`config.mk`:
```
export PLATFORM = sky130hd
export DESIGN_NAME = seg_clmul
export DESIGN_NICKNAME = d
export VERILOG_FILES = /design/src/rtl/seg_clmul_pkg.sv /design/src/rtl/seg_clmul_core.sv /design/src/rtl/seg_clmul_opreg.sv /design/src/rtl/seg_clmul_seq.sv /design/src/rtl/seg_clmul_acc.sv /design/src/rtl/seg_clmul.sv
export SDC_FILE = /design/constraint.sdc
export NUM_CORES = 1
export LEC_CHECK = 0
export ABC_AREA = 1
export BUFFER_PORTS_ARGS = -buffer_cell sky130_fd_sc_hd__buf_2
export CAP_MARGIN = 30
export CORE_ASPECT_RATIO = 0.6
export CORE_MARGIN = 5
export CORE_UTILIZATION = 35
export CTS_BUF_LIST = sky130_fd_sc_hd__clkbuf_16
export DETAILED_ROUTE_END_ITERATION = 7
export GPL_TIMING_DRIVEN = 0
export PLACE_DENSITY = 0.63
export SETUP_SLACK_MARGIN = 0.02
export SYNTH_ARGS = -nofsm -noshare
export SYNTH_HDL_FRONTEND = slang
export SYNTH_HIERARCHICAL = 1
export SYNTH_SLANG_ARGS = --single-unit
```
`constraint.sdc`:
```
create_clock -name clk -period 2.05 [get_ports clk]
set_input_delay 0.3075 -clock clk [delete_from_list [all_inputs] [get_ports clk]]
set_output_delay 0.3075 -clock clk [all_outputs]
set_load 0.01 [all_outputs]
```
`src/rtl/seg_clmul_pkg.sv`:
```
package seg_clmul_pkg;
    typedef enum logic [1:0] {
        ST_IDLE   = 2'd0,
        ST_RUN    = 2'd1,
        ST_FINISH = 2'd2
    } seq_state_e;
endpackage

```
`src/rtl/seg_clmul_core.sv`:
```
// Rectangular combinational carry-less multiplier: WA x WB bits.
module seg_clmul_core #(
    parameter int WA = 6,
    parameter int WB = 6,
    localparam int PW = WA + WB - 1
) (
    input  logic [WA-1:0] op_a,
    input  logic [WB-1:0] op_b,
    output logic [PW-1:0] pp
);
    logic [PW-1:0] row [WA];

    for (genvar r = 0; r < WA; r++) begin : g_row
        assign row[r] = op_a[r] ? (PW'(op_b) << r) : '0;
    end

    always_comb begin
        pp = '0;
        for (int r = 0; r < WA; r++) begin
            pp = pp ^ row[r];
        end
    end
endmodule

```
`src/rtl/seg_clmul_opreg.sv`:
```
// Latches zero-extended operands and presents the addressed slices.
module seg_clmul_opreg #(
    parameter int M  = 16,
    parameter int WA = 6,
    parameter int WB = 6,
    parameter int KA = 3,
    parameter int KB = 3,
    localparam int IA_W = (KA > 1) ? $clog2(KA) : 1,
    localparam int IB_W = (KB > 1) ? $clog2(KB) : 1,
    localparam int EA = KA * WA,
    localparam int EB = KB * WB
) (
    input  logic            clk,
    input  logic            rst_n,
    input  logic            load,
    input  logic [M-1:0]    a_in,
    input  logic [M-1:0]    b_in,
    input  logic [IA_W-1:0] idx_a,
    input  logic [IB_W-1:0] idx_b,
    output logic [WA-1:0]   seg_a,
    output logic [WB-1:0]   seg_b
);
    logic [EA-1:0] a_q;
    logic [EB-1:0] b_q;

    always_ff @(posedge clk or negedge rst_n) begin
        if (!rst_n) begin
            a_q <= '0;
            b_q <= '0;
        end else if (load) begin
            a_q <= EA'(a_in);
            b_q <= EB'(b_in);
        end
    end

    assign seg_a = a_q[idx_a * WA +: WA];
    assign seg_b = b_q[idx_b * WB +: WB];
endmodule

```
`src/rtl/seg_clmul_seq.sv`:
```
// Pair-scheduling controller: outer index over A slices, inner over B slices.
module seg_clmul_seq
    import seg_clmul_pkg::*;
#(
    parameter int KA = 3,
    parameter int KB = 3,
    localparam int IA_W = (KA > 1) ? $clog2(KA) : 1,
    localparam int IB_W = (KB > 1) ? $clog2(KB) : 1
) (
    input  logic            clk,
    input  logic            rst_n,
    input  logic            start,
    output logic [IA_W-1:0] idx_a,
    output logic [IB_W-1:0] idx_b,
    output logic            load,
    output logic            acc_en,
    output logic            busy,
    output logic            done
);
    localparam logic [IA_W-1:0] LAST_A = IA_W'(KA - 1);
    localparam logic [IB_W-1:0] LAST_B = IB_W'(KB - 1);

    seq_state_e state, nxt;
    logic       last_pair;

    assign last_pair = (idx_a == LAST_A) && (idx_b == LAST_B);

    // State and index registers
    always_ff @(posedge clk or negedge rst_n) begin
        if (!rst_n) begin
            state <= ST_IDLE;
            idx_a <= '0;
            idx_b <= '0;
        end else begin
            state <= nxt;
            if (state == ST_IDLE) begin
                idx_a <= '0;
                idx_b <= '0;
            end else if (state == ST_RUN) begin
                if (idx_b == LAST_B) begin
                    idx_b <= '0;
                    idx_a <= (idx_a == LAST_A) ? '0 : idx_a + 1'b1;
                end else begin
                    idx_b <= idx_b + 1'b1;
                end
            end
        end
    end

    // Transitions
    always_comb begin
        nxt = state;
        unique case (state)
            ST_IDLE:   nxt = start ? ST_RUN : ST_IDLE;
            ST_RUN:    nxt = last_pair ? ST_FINISH : ST_RUN;
            ST_FINISH: nxt = ST_IDLE;
            default:   nxt = ST_IDLE;
        endcase
    end

    // Outputs
    always_comb begin
        load   = 1'b0;
        acc_en = 1'b0;
        busy   = 1'b1;
        done   = 1'b0;
        unique case (state)
            ST_IDLE: begin
                load = start;
                busy = 1'b0;
            end
            ST_RUN:    acc_en = 1'b1;
            ST_FINISH: done   = 1'b1;
            default:   busy   = 1'b0;
        endcase
    end
endmodule

```
`src/rtl/seg_clmul_acc.sv`:
```
// XOR accumulator; each slice pair has a fixed, wired placement offset.
module seg_clmul_acc #(
    parameter int WA = 6,
    parameter int WB = 6,
    parameter int KA = 3,
    parameter int KB = 3,
    localparam int PW   = WA + WB - 1,
    localparam int AW   = KA * WA + KB * WB - 1,
    localparam int NP   = KA * KB,
    localparam int IA_W = (KA > 1) ? $clog2(KA) : 1,
    localparam int IB_W = (KB > 1) ? $clog2(KB) : 1
) (
    input  logic            clk,
    input  logic            rst_n,
    input  logic            clear,
    input  logic            acc_en,
    input  logic [IA_W-1:0] idx_a,
    input  logic [IB_W-1:0] idx_b,
    input  logic [PW-1:0]   pp,
    output logic [AW-1:0]   acc
);
    logic [AW-1:0] term [NP];
    logic [AW-1:0] placed;

    for (genvar gi = 0; gi < KA; gi++) begin : g_a
        for (genvar gj = 0; gj < KB; gj++) begin : g_b
            localparam int OFF = gi * WA + gj * WB;
            assign term[gi*KB + gj] =
                ((idx_a == IA_W'(gi)) && (idx_b == IB_W'(gj)))
                    ? (AW'(pp) << OFF) : '0;
        end
    end

    always_comb begin
        placed = '0;
        for (int k = 0; k < NP; k++) begin
            placed = placed ^ term[k];
        end
    end

    always_ff @(posedge clk or negedge rst_n) begin
        if (!rst_n) begin
            acc <= '0;
        end else if (clear) begin
            acc <= '0;
        end else if (acc_en) begin
            acc <= acc ^ placed;
        end
    end
endmodule

```
`src/rtl/seg_clmul.sv`:
```
module seg_clmul #(
    parameter int M          = 16,
    parameter int CORE_W     = 6,
    parameter bit ASYMMETRIC = 1'b0,
    parameter int ASYM_WA    = 1,
    parameter int ASYM_WB    = M
) (
    input  logic           clk,
    input  logic           rst_n,
    input  logic           start,
    input  logic [M-1:0]   a,
    input  logic [M-1:0]   b,
    output logic           done,
    output logic [2*M-2:0] product
);
    localparam int WA   = ASYMMETRIC ? ASYM_WA : CORE_W;
    localparam int WB   = ASYMMETRIC ? ASYM_WB : CORE_W;
    localparam int KA   = (M + WA - 1) / WA;
    localparam int KB   = (M + WB - 1) / WB;
    localparam int PW   = WA + WB - 1;
    localparam int AW   = KA * WA + KB * WB - 1;
    localparam int PRW  = 2 * M - 1;
    localparam int IA_W = (KA > 1) ? $clog2(KA) : 1;
    localparam int IB_W = (KB > 1) ? $clog2(KB) : 1;

    logic [IA_W-1:0] idx_a;
    logic [IB_W-1:0] idx_b;
    logic            load, acc_en, busy;
    logic [WA-1:0]   seg_a;
    logic [WB-1:0]   seg_b;
    logic [PW-1:0]   pp;
    logic [AW-1:0]   acc;

    seg_clmul_seq #(.KA(KA), .KB(KB)) u_seq (
        .clk    (clk),
        .rst_n  (rst_n),
        .start  (start),
        .idx_a  (idx_a),
        .idx_b  (idx_b),
        .load   (load),
        .acc_en (acc_en),
        .busy   (busy),
        .done   (done)
    );

    seg_clmul_opreg #(.M(M), .WA(WA), .WB(WB), .KA(KA), .KB(KB)) u_opreg (
        .clk   (clk),
        .rst_n (rst_n),
        .load  (load),
        .a_in  (a),
        .b_in  (b),
        .idx_a (idx_a),
        .idx_b (idx_b),
        .seg_a (seg_a),
        .seg_b (seg_b)
    );

    seg_clmul_core #(.WA(WA), .WB(WB)) u_core (
        .op_a (seg_a),
        .op_b (seg_b),
        .pp   (pp)
    );

    seg_clmul_acc #(.WA(WA), .WB(WB), .KA(KA), .KB(KB)) u_acc (
        .clk    (clk),
        .rst_n  (rst_n),
        .clear  (load),
        .acc_en (acc_en),
        .idx_a  (idx_a),
        .idx_b  (idx_b),
        .pp     (pp),
        .acc    (acc)
    );

    assign product = acc[PRW-1:0];

    // Bits above 2M-2 stay zero because the operands are zero-extended.
    if (AW > PRW) begin : g_hi
        logic unused_hi;
        assign unused_hi = ^acc[AW-1:PRW];
    end
endmodule

```
==> Yosys cells after proc, flatten, opt, wreduce, memory -nomap -nowiden <==
Cells that the tools add are included.
{ "word_totals": {"regBits": 73, "latch_bits": 0, "ramBits": 0, "mem_bits_ro": 0, "elab_cells": 78, "mem_count": 0} }
{ "op_classes": {"addsub": 2, "n_mul": 2, "n_div": 0, "order_cmp": 0, "n_eq_ne": 6, "n_shift": 2, "n_mux": 30, "bitwise_logic": 14, "n_reduce_logical": 16} }
{ "ops": {"columns": ["op", "n"], "rows": [
  ["$xor 35x35->35", 8],
  ["$mux 35", 3],
  ["$mux 23", 3],
  ["$mux 29", 2],
  ["$shiftx 18x6->6", 2],
  ["$xor 35x29->35", 1],
  ["$mux 17", 2],
  ["$xor 11x11->11", 3],
  ["$mux 11", 2],
  ["$mux 2", 8],
  ["$xor 11x10->11", 1],
  ["$xor 11x9->11", 1],
  ["$mux 10", 1],
  ["$logic_and 1x1->1", 9],
  ["$mux 9", 1],
  ["$mul 2x2->4 const B", 2],
  ["$mux 8", 1],
  ["$mux 7", 1],
  ["$eq 2x1->1 const B", 3],
  ["$eq 2x2->1 const B", 3],
  ["$logic_not 2->1", 3],
  ["$mux 6", 1],
  ["$reduce_bool 2->1", 3],
  ["$add 2x1->2 const B", 2],
  ["3 further kinds", 6]
]} }

==> Longest topological paths before layout <==
{ "logic_depth": {"word_depth": 20, "ltp_mapped": 20, "ltp_nobuf": 18} }

==> Hierarchy <==
Netlist, hierarchy kept.
{ "modules_own_cells": {"columns": ["module", "instances", "cells_per_inst", "area_each_um2", "seq_area_each_um2"], "rows": [
  ["seg_clmul_acc", 1, 317, 2190.9, 875.8],
  ["seg_clmul_opreg", 1, 191, 1552.7, 800.8],
  ["seg_clmul_core", 1, 112, 531.8, 0.0],
  ["seg_clmul_seq", 1, 43, 335.3, 150.1]
]} }

==> Worst setup path before layout <==
No wires, ideal clock.
{ "synth_path": {"kind": "register -> register", "from": "register u_seq.idx_a[0]", "to": "register u_acc.acc[11]", "arrival_ps": 2012, "required_ps": 1927, "setup_slack_ps": -85, "path_stages_with_launch": 14, "period_less_slack_ps": 2135, "cell_sequence": "dfrtp_1 > inv_2 > nor2_1 > nor2_1 > nand2_1 > xor2_1 > inv_1 > nand3_1 > nand2_1 > inv_1 > nor2_1 > nand2_1 > o21ai_0 > a21oi_1"} }
{ "synth_via": {"word_cells_on_any_way": 30, "classes_between": "1 x mul; 1 x eq/ne; 1 x shift; 10 x mux; 14 x bitwise; 3 x reduce/logical"} }
{ "synth_lines": {"columns": ["item", "line_no", "rtl"], "rows": [
  ["start, declared", "seg_clmul_seq.sv:13", "output logic [IA_W-1:0] idx_a,"],
  ["start signal, assigned", "seg_clmul_seq.sv:42", "idx_a <= (idx_a == LAST_A) ? '0 : idx_a + 1'b1;"],
  ["$mul 2x2->4 (*)", "seg_clmul_opreg.sv:36", "assign seg_a = a_q[idx_a * WA +: WA];"],
  ["$shiftx 18x6->6 (*)", "seg_clmul_opreg.sv:36", null],
  ["named net seg_a[4]", "seg_clmul.sv:29", "logic [WA-1:0] seg_a;"],
  ["$mux 10 (*)", "seg_clmul_core.sv:14", "assign row[r] = op_a[r] ? (PW'(op_b) << r) : '0;"],
  ["$xor 11x10->11 (*)", "seg_clmul_core.sv:20", "pp = pp ^ row[r];"],
  ["$xor 11x11->11 (*)", "seg_clmul_core.sv:20", null],
  ["named net pp[5]", "seg_clmul.sv:31", "logic [PW-1:0] pp;"],
  ["$mux 17", "seg_clmul_acc.sv:30", "? (AW'(pp) << OFF) : '0;"],
  ["$xor 35x35->35 (2 in a row)", "seg_clmul_acc.sv:37", "placed = placed ^ term[k];"],
  ["$xor 35x35->35 (*) (2 in a row)", "seg_clmul_acc.sv:37", null],
  ["$xor 35x29->35 (*)", "seg_clmul_acc.sv:37", null],
  ["$xor 35x35->35 (*) (3 in a row)", "seg_clmul_acc.sv:37", null],
  ["$xor 35x35->35 (*)", "seg_clmul_acc.sv:47", "acc <= acc ^ placed;"],
  ["$mux 35 (*)", "seg_clmul_acc.sv:46", "end else if (acc_en) begin"],
  ["$mux 35 (*)", "seg_clmul_acc.sv:44", "end else if (clear) begin"],
  ["end signal, assigned", "seg_clmul_acc.sv:47", null],
  ["end, declared", "seg_clmul_acc.sv:20", "output logic [AW-1:0] acc"]
]} }
Mark *: on every way through the listed nets, which the timed path passes. The rest lies on a longest branch. The select of a mux whose other input is x is not followed.
A chain may end at the register's enable or synchronous reset.

==> Worst setup path in the final report <==
{ "layout_path": {"from": "register u_seq.idx_b[0]", "to": "register u_acc.acc[6]"} }
{ "layout_via": {"elab_chain_len": 20, "word_cells_on_any_way": 32, "classes_between": "1 x mul; 1 x eq/ne; 1 x shift; 11 x mux; 14 x bitwise; 4 x reduce/logical"} }
{ "layout_lines": {"columns": ["item", "line_no", "rtl"], "rows": [
  ["start, declared", "seg_clmul_seq.sv:14", "output logic [IB_W-1:0] idx_b,"],
  ["start signal, assigned", "seg_clmul_seq.sv:44", "idx_b <= idx_b + 1'b1;"],
  ["$mul 2x2->4", "seg_clmul_opreg.sv:37", "assign seg_b = b_q[idx_b * WB +: WB];"],
  ["$shiftx 18x6->6", "seg_clmul_opreg.sv:37", null],
  ["named net seg_b[5]", "seg_clmul.sv:30", "logic [WB-1:0] seg_b;"],
  ["$mux 7", "seg_clmul_core.sv:14", null],
  ["$xor 11x11->11 (2 in a row)", "seg_clmul_core.sv:20", null],
  ["$xor 11x9->11", "seg_clmul_core.sv:20", null],
  ["$xor 11x10->11", "seg_clmul_core.sv:20", null],
  ["$xor 11x11->11", "seg_clmul_core.sv:20", null],
  ["named net pp[6]", "seg_clmul.sv:31", null],
  ["$mux 11", "seg_clmul_acc.sv:30", null],
  ["$xor 35x35->35 (4 in a row)", "seg_clmul_acc.sv:37", null],
  ["$xor 35x29->35", "seg_clmul_acc.sv:37", null],
  ["$xor 35x35->35 (3 in a row)", "seg_clmul_acc.sv:37", null],
  ["$xor 35x35->35", "seg_clmul_acc.sv:47", null],
  ["$mux 35", "seg_clmul_acc.sv:46", null],
  ["$mux 35", "seg_clmul_acc.sv:44", null]
]} }
The timed path passes the listed nets, and every way through them passes these cells. The select of a mux whose other input is x is not followed.

==> run_summary.xml <==
<?xml version="1.0" encoding="UTF-8"?>
<metrics>
  <group name="cts">
    <metric name="clk_transition_reported_paths" unit="ps">60</metric>
    <metric name="cts_tree" unit="">done</metric>
    <metric name="insertion_delay" unit="ps">340</metric>
    <metric name="clock_path_buffers" unit="">2</metric>
    <metric name="cts_buffers" unit="">9</metric>
    <metric name="ctsHtreeMaxLevel" unit="">3</metric>
    <metric name="clock_tree.root_cell" unit="">sky130_fd_sc_hd__clkbuf_16</metric>
    <metric name="cts.sink_count" unit="">69</metric>
  </group>
  <group name="worst_setup_path">
    <metric name="timing.critical_path.cells" unit="">clkinvlp_4, nor2_2, nor2_2, buf_4, nand2_1, nand2_1, nand2_1, nand2_1, nand3_1, nand2_4, nand2_2, nand3_2, nand2_1, nand3_1, o21ai_1</metric>
    <metric name="worstPathArrival" unit="ps">2390</metric>
    <metric name="timing.critical_path.slowest_stage_cell" unit="">sky130_fd_sc_hd__dfrtp_2</metric>
    <metric name="worstSetupPathType" unit="">reg -&gt; reg</metric>
    <metric name="r2r_path_end" unit="">u_acc/acc[6]</metric>
    <metric name="rr_startpoint" unit="">u_seq/idx_b[0]</metric>
    <metric name="path_buf_inv" unit="">2</metric>
    <metric name="reg2regPathDepth" unit="">15</metric>
    <metric name="required" unit="ps">2260</metric>
    <metric name="cp_common_cell" unit="">sky130_fd_sc_hd__nand2_1</metric>
    <metric name="worstSetupStartpointType" unit="">flip-flop</metric>
    <metric name="maximum_cell_stage_delay_along_the_critical_path" unit="ps">480</metric>
    <metric name="critPathTopFamily" unit="">simple AND/OR/NAND/NOR gates</metric>
    <metric name="endpoint_kind" unit="">flip-flop</metric>
    <metric name="worst_path_max_fanout" unit="">6</metric>
    <metric name="ff2ff_setup_slack" unit="ps">-130</metric>
  </group>
  <group name="timing">
    <metric name="final.period_utilization" unit="">1.06</metric>
    <metric name="timing.final.crit_period" unit="ps">2180</metric>
    <metric name="report.final.hold_viol_count" unit="">36</metric>
    <metric name="slew_headroom" unit="">0.672</metric>
    <metric name="max_freq" unit="MHz">459</metric>
    <metric name="grt_setup_unrepaired" unit="">yes</metric>
    <metric name="worst_hold_slack" unit="ps">-32.9</metric>
    <metric name="worst-slew-pin-transition" unit="ps">490</metric>
    <metric name="slew_violations" unit="">0</metric>
    <metric name="setup-violations-final" unit="">29</metric>
    <metric name="final.setup_skew" unit="ps">7.26</metric>
    <metric name="final_critical_path_setup_slack" unit="ps">-130</metric>
  </group>
  <group name="placed_design">
    <metric name="dp_hpwl" unit="um">9090</metric>
    <metric name="place.gp.congestion" unit="">0.797</metric>
    <metric name="placedCellCount" unit="">874</metric>
    <metric name="dpl-instance-area" unit="mm2">0.00498</metric>
    <metric name="number_of_input_and_output_port_buffers_inserted" unit="">66</metric>
  </group>
  <group name="layout">
    <metric name="final_layout_size_suffix_gt1_frac" unit="">0.326</metric>
    <metric name="area.growth.synth_to_final" unit="%">32.6</metric>
    <metric name="final_cells" unit="">925</metric>
    <metric name="mostFrequentLayoutCell" unit="">sky130_fd_sc_hd__nand2_1</metric>
    <metric name="n_fill_cell" unit="">1211</metric>
    <metric name="mostFrequentLayoutCells" unit="">sky130_fd_sc_hd__nand2_1 (208), sky130_fd_sc_hd__inv_1 (74), sky130_fd_sc_hd__buf_2 (69)</metric>
    <metric name="antenna_cells" unit="">0</metric>
    <metric name="final_nets" unit="">793</metric>
    <metric name="fin_area" unit="mm2">0.00587</metric>
  </group>
  <group name="flow_run">
    <metric name="maxCapViolations" unit="">0</metric>
  </group>
  <group name="global_route">
    <metric name="antenna_found_initial" unit="">0</metric>
    <metric name="globalRoute.totalOverflow" unit="">0</metric>
    <metric name="grt_pass1_vias" unit="">4485</metric>
    <metric name="grt_start_max_net_pins" unit="">70</metric>
    <metric name="grt_pass1_wl" unit="um">21600</metric>
    <metric name="grt_usage" unit="">0.174</metric>
  </group>
  <group name="floorplan">
    <metric name="placement_rows" unit="">31</metric>
    <metric name="floorplan.initialDensity" unit="">0.362</metric>
    <metric name="die_h" unit="um">97.1</metric>
    <metric name="die_width" unit="um">155</metric>
    <metric name="boundaryPins" unit="">67</metric>
    <metric name="design.core.area" unit="mm2">0.0122</metric>
    <metric name="design.die.area" unit="mm2">0.0151</metric>
  </group>
  <group name="drt">
    <metric name="avgViaCountPerCell" unit="">4.97</metric>
    <metric name="detail-route-antenna-nets" unit="">0</metric>
    <metric name="vias" unit="">4598</metric>
    <metric name="detail_route.wl_per_cell" unit="um">14.3</metric>
    <metric name="routed_wirelength" unit="um">13200</metric>
    <metric name="route.detailed.drc" unit="">0</metric>
    <metric name="detail_route.iter0.violations" unit="">400</metric>
    <metric name="number_of_detailed_route_iterations_in_the_first_pass" unit="">5</metric>
  </group>
  <group name="synth">
    <metric name="synth.net_count" unit="">681</metric>
    <metric name="yosysWarnings" unit="">6</metric>
    <metric name="syn-cell-area" unit="mm2">0.00443</metric>
    <metric name="syn_inst" unit="">643</metric>
    <metric name="syn_area_per_cell" unit="um2">6.89</metric>
  </group>
  <group name="status">
    <metric name="outcome" unit="">finished, violations left</metric>
    <metric name="failing_checks" unit="">hold timing, setup timing</metric>
  </group>
  <group name="hold_path">
    <metric name="hold_path_class" unit="">in -&gt; async</metric>
  </group>
</metrics>
==> cell type report <==
cell class | instances | area [um2] | area share
Tap cell | 165 | 206 | 0.0352
Timing Repair inverter | 2 | 12.5 | 0.00213
Clock buffer | 9 | 225 | 0.0384
Buffer | 25 | 229 | 0.0390
Multi-Input combinational cell | 463 | 2430 | 0.414
Clock inverter | 7 | 90.1 | 0.0153
Inverter | 86 | 333 | 0.0567
Timing Repair Buffer | 99 | 611 | 0.104
Sequential cell | 69 | 1730 | 0.295
==> worst max-delay path by stage <==
| stage | slack (ps) | cells past startpoint | start | end |
|---|---|---|---|---|
| final | -130 | 15 | u_seq/idx_b[0] | u_acc/acc[6] |
| after global routing | -300 | 16 | u_seq/idx_b[0] | u_acc/acc[10] |
| after CTS | -10 | 17 | u_seq/idx_b[0] | u_acc/acc[5] |
| after detailed placement | -530 | 11 | u_seq/idx_a[1] | u_acc/acc[7] |
| after global placement | -460 | 11 | u_seq/idx_b[0] | u_acc/acc[8] |
| after floorplan | 30 | 19 | u_seq/idx_b[0] | u_acc/acc[28] |
==> sequential cells by signal, indices dropped and copies added (netlist names) <==
register     cells
u_seq/state      2
u_seq/idx_a      2
u_opreg/b_q     16
u_opreg/a_q     16
u_seq/idx_b      2
u_acc/acc       31
==> metal layers <==
| layer | GRT usage | vias up | part of all wire |
|---|---|---|---|
| li1 | - | 2232 | - |
| met1 | 0.248 | 2177 | 0.49 |
| met2 | 0.254 | 166 | 0.43 |
| met3 | 0.0574 | 23 | 0.074 |
| met4 | 0.0397 | 0 | 0.013 |
| met5 | 0 | - | 0 |
==> through the flow <==
step                worst slack [ps]  TNS, ps  utilization  hold WS [ps]
finish                          -130    -2410        0.481         -32.9
global route                    -302    -6670        0.481          8.58
CTS                            -13.8    -71.9        0.469           143
detailed placement              -531   -11090        0.408           489
global placement                -462    -9440        0.407           486
floorplan                       26.1        0            -          11.9
==> what timing repair did <==
action	CTS	global route
cloned	2	2
resized for setup	78	23
hold buffers	0	0
buffers inserted	26	4
pin swaps	42	13
setup endpoints to repair	31	30
Power is not shown: default switching activity piles up to over one toggle a cycle in this logic, so the estimate is an artifact.
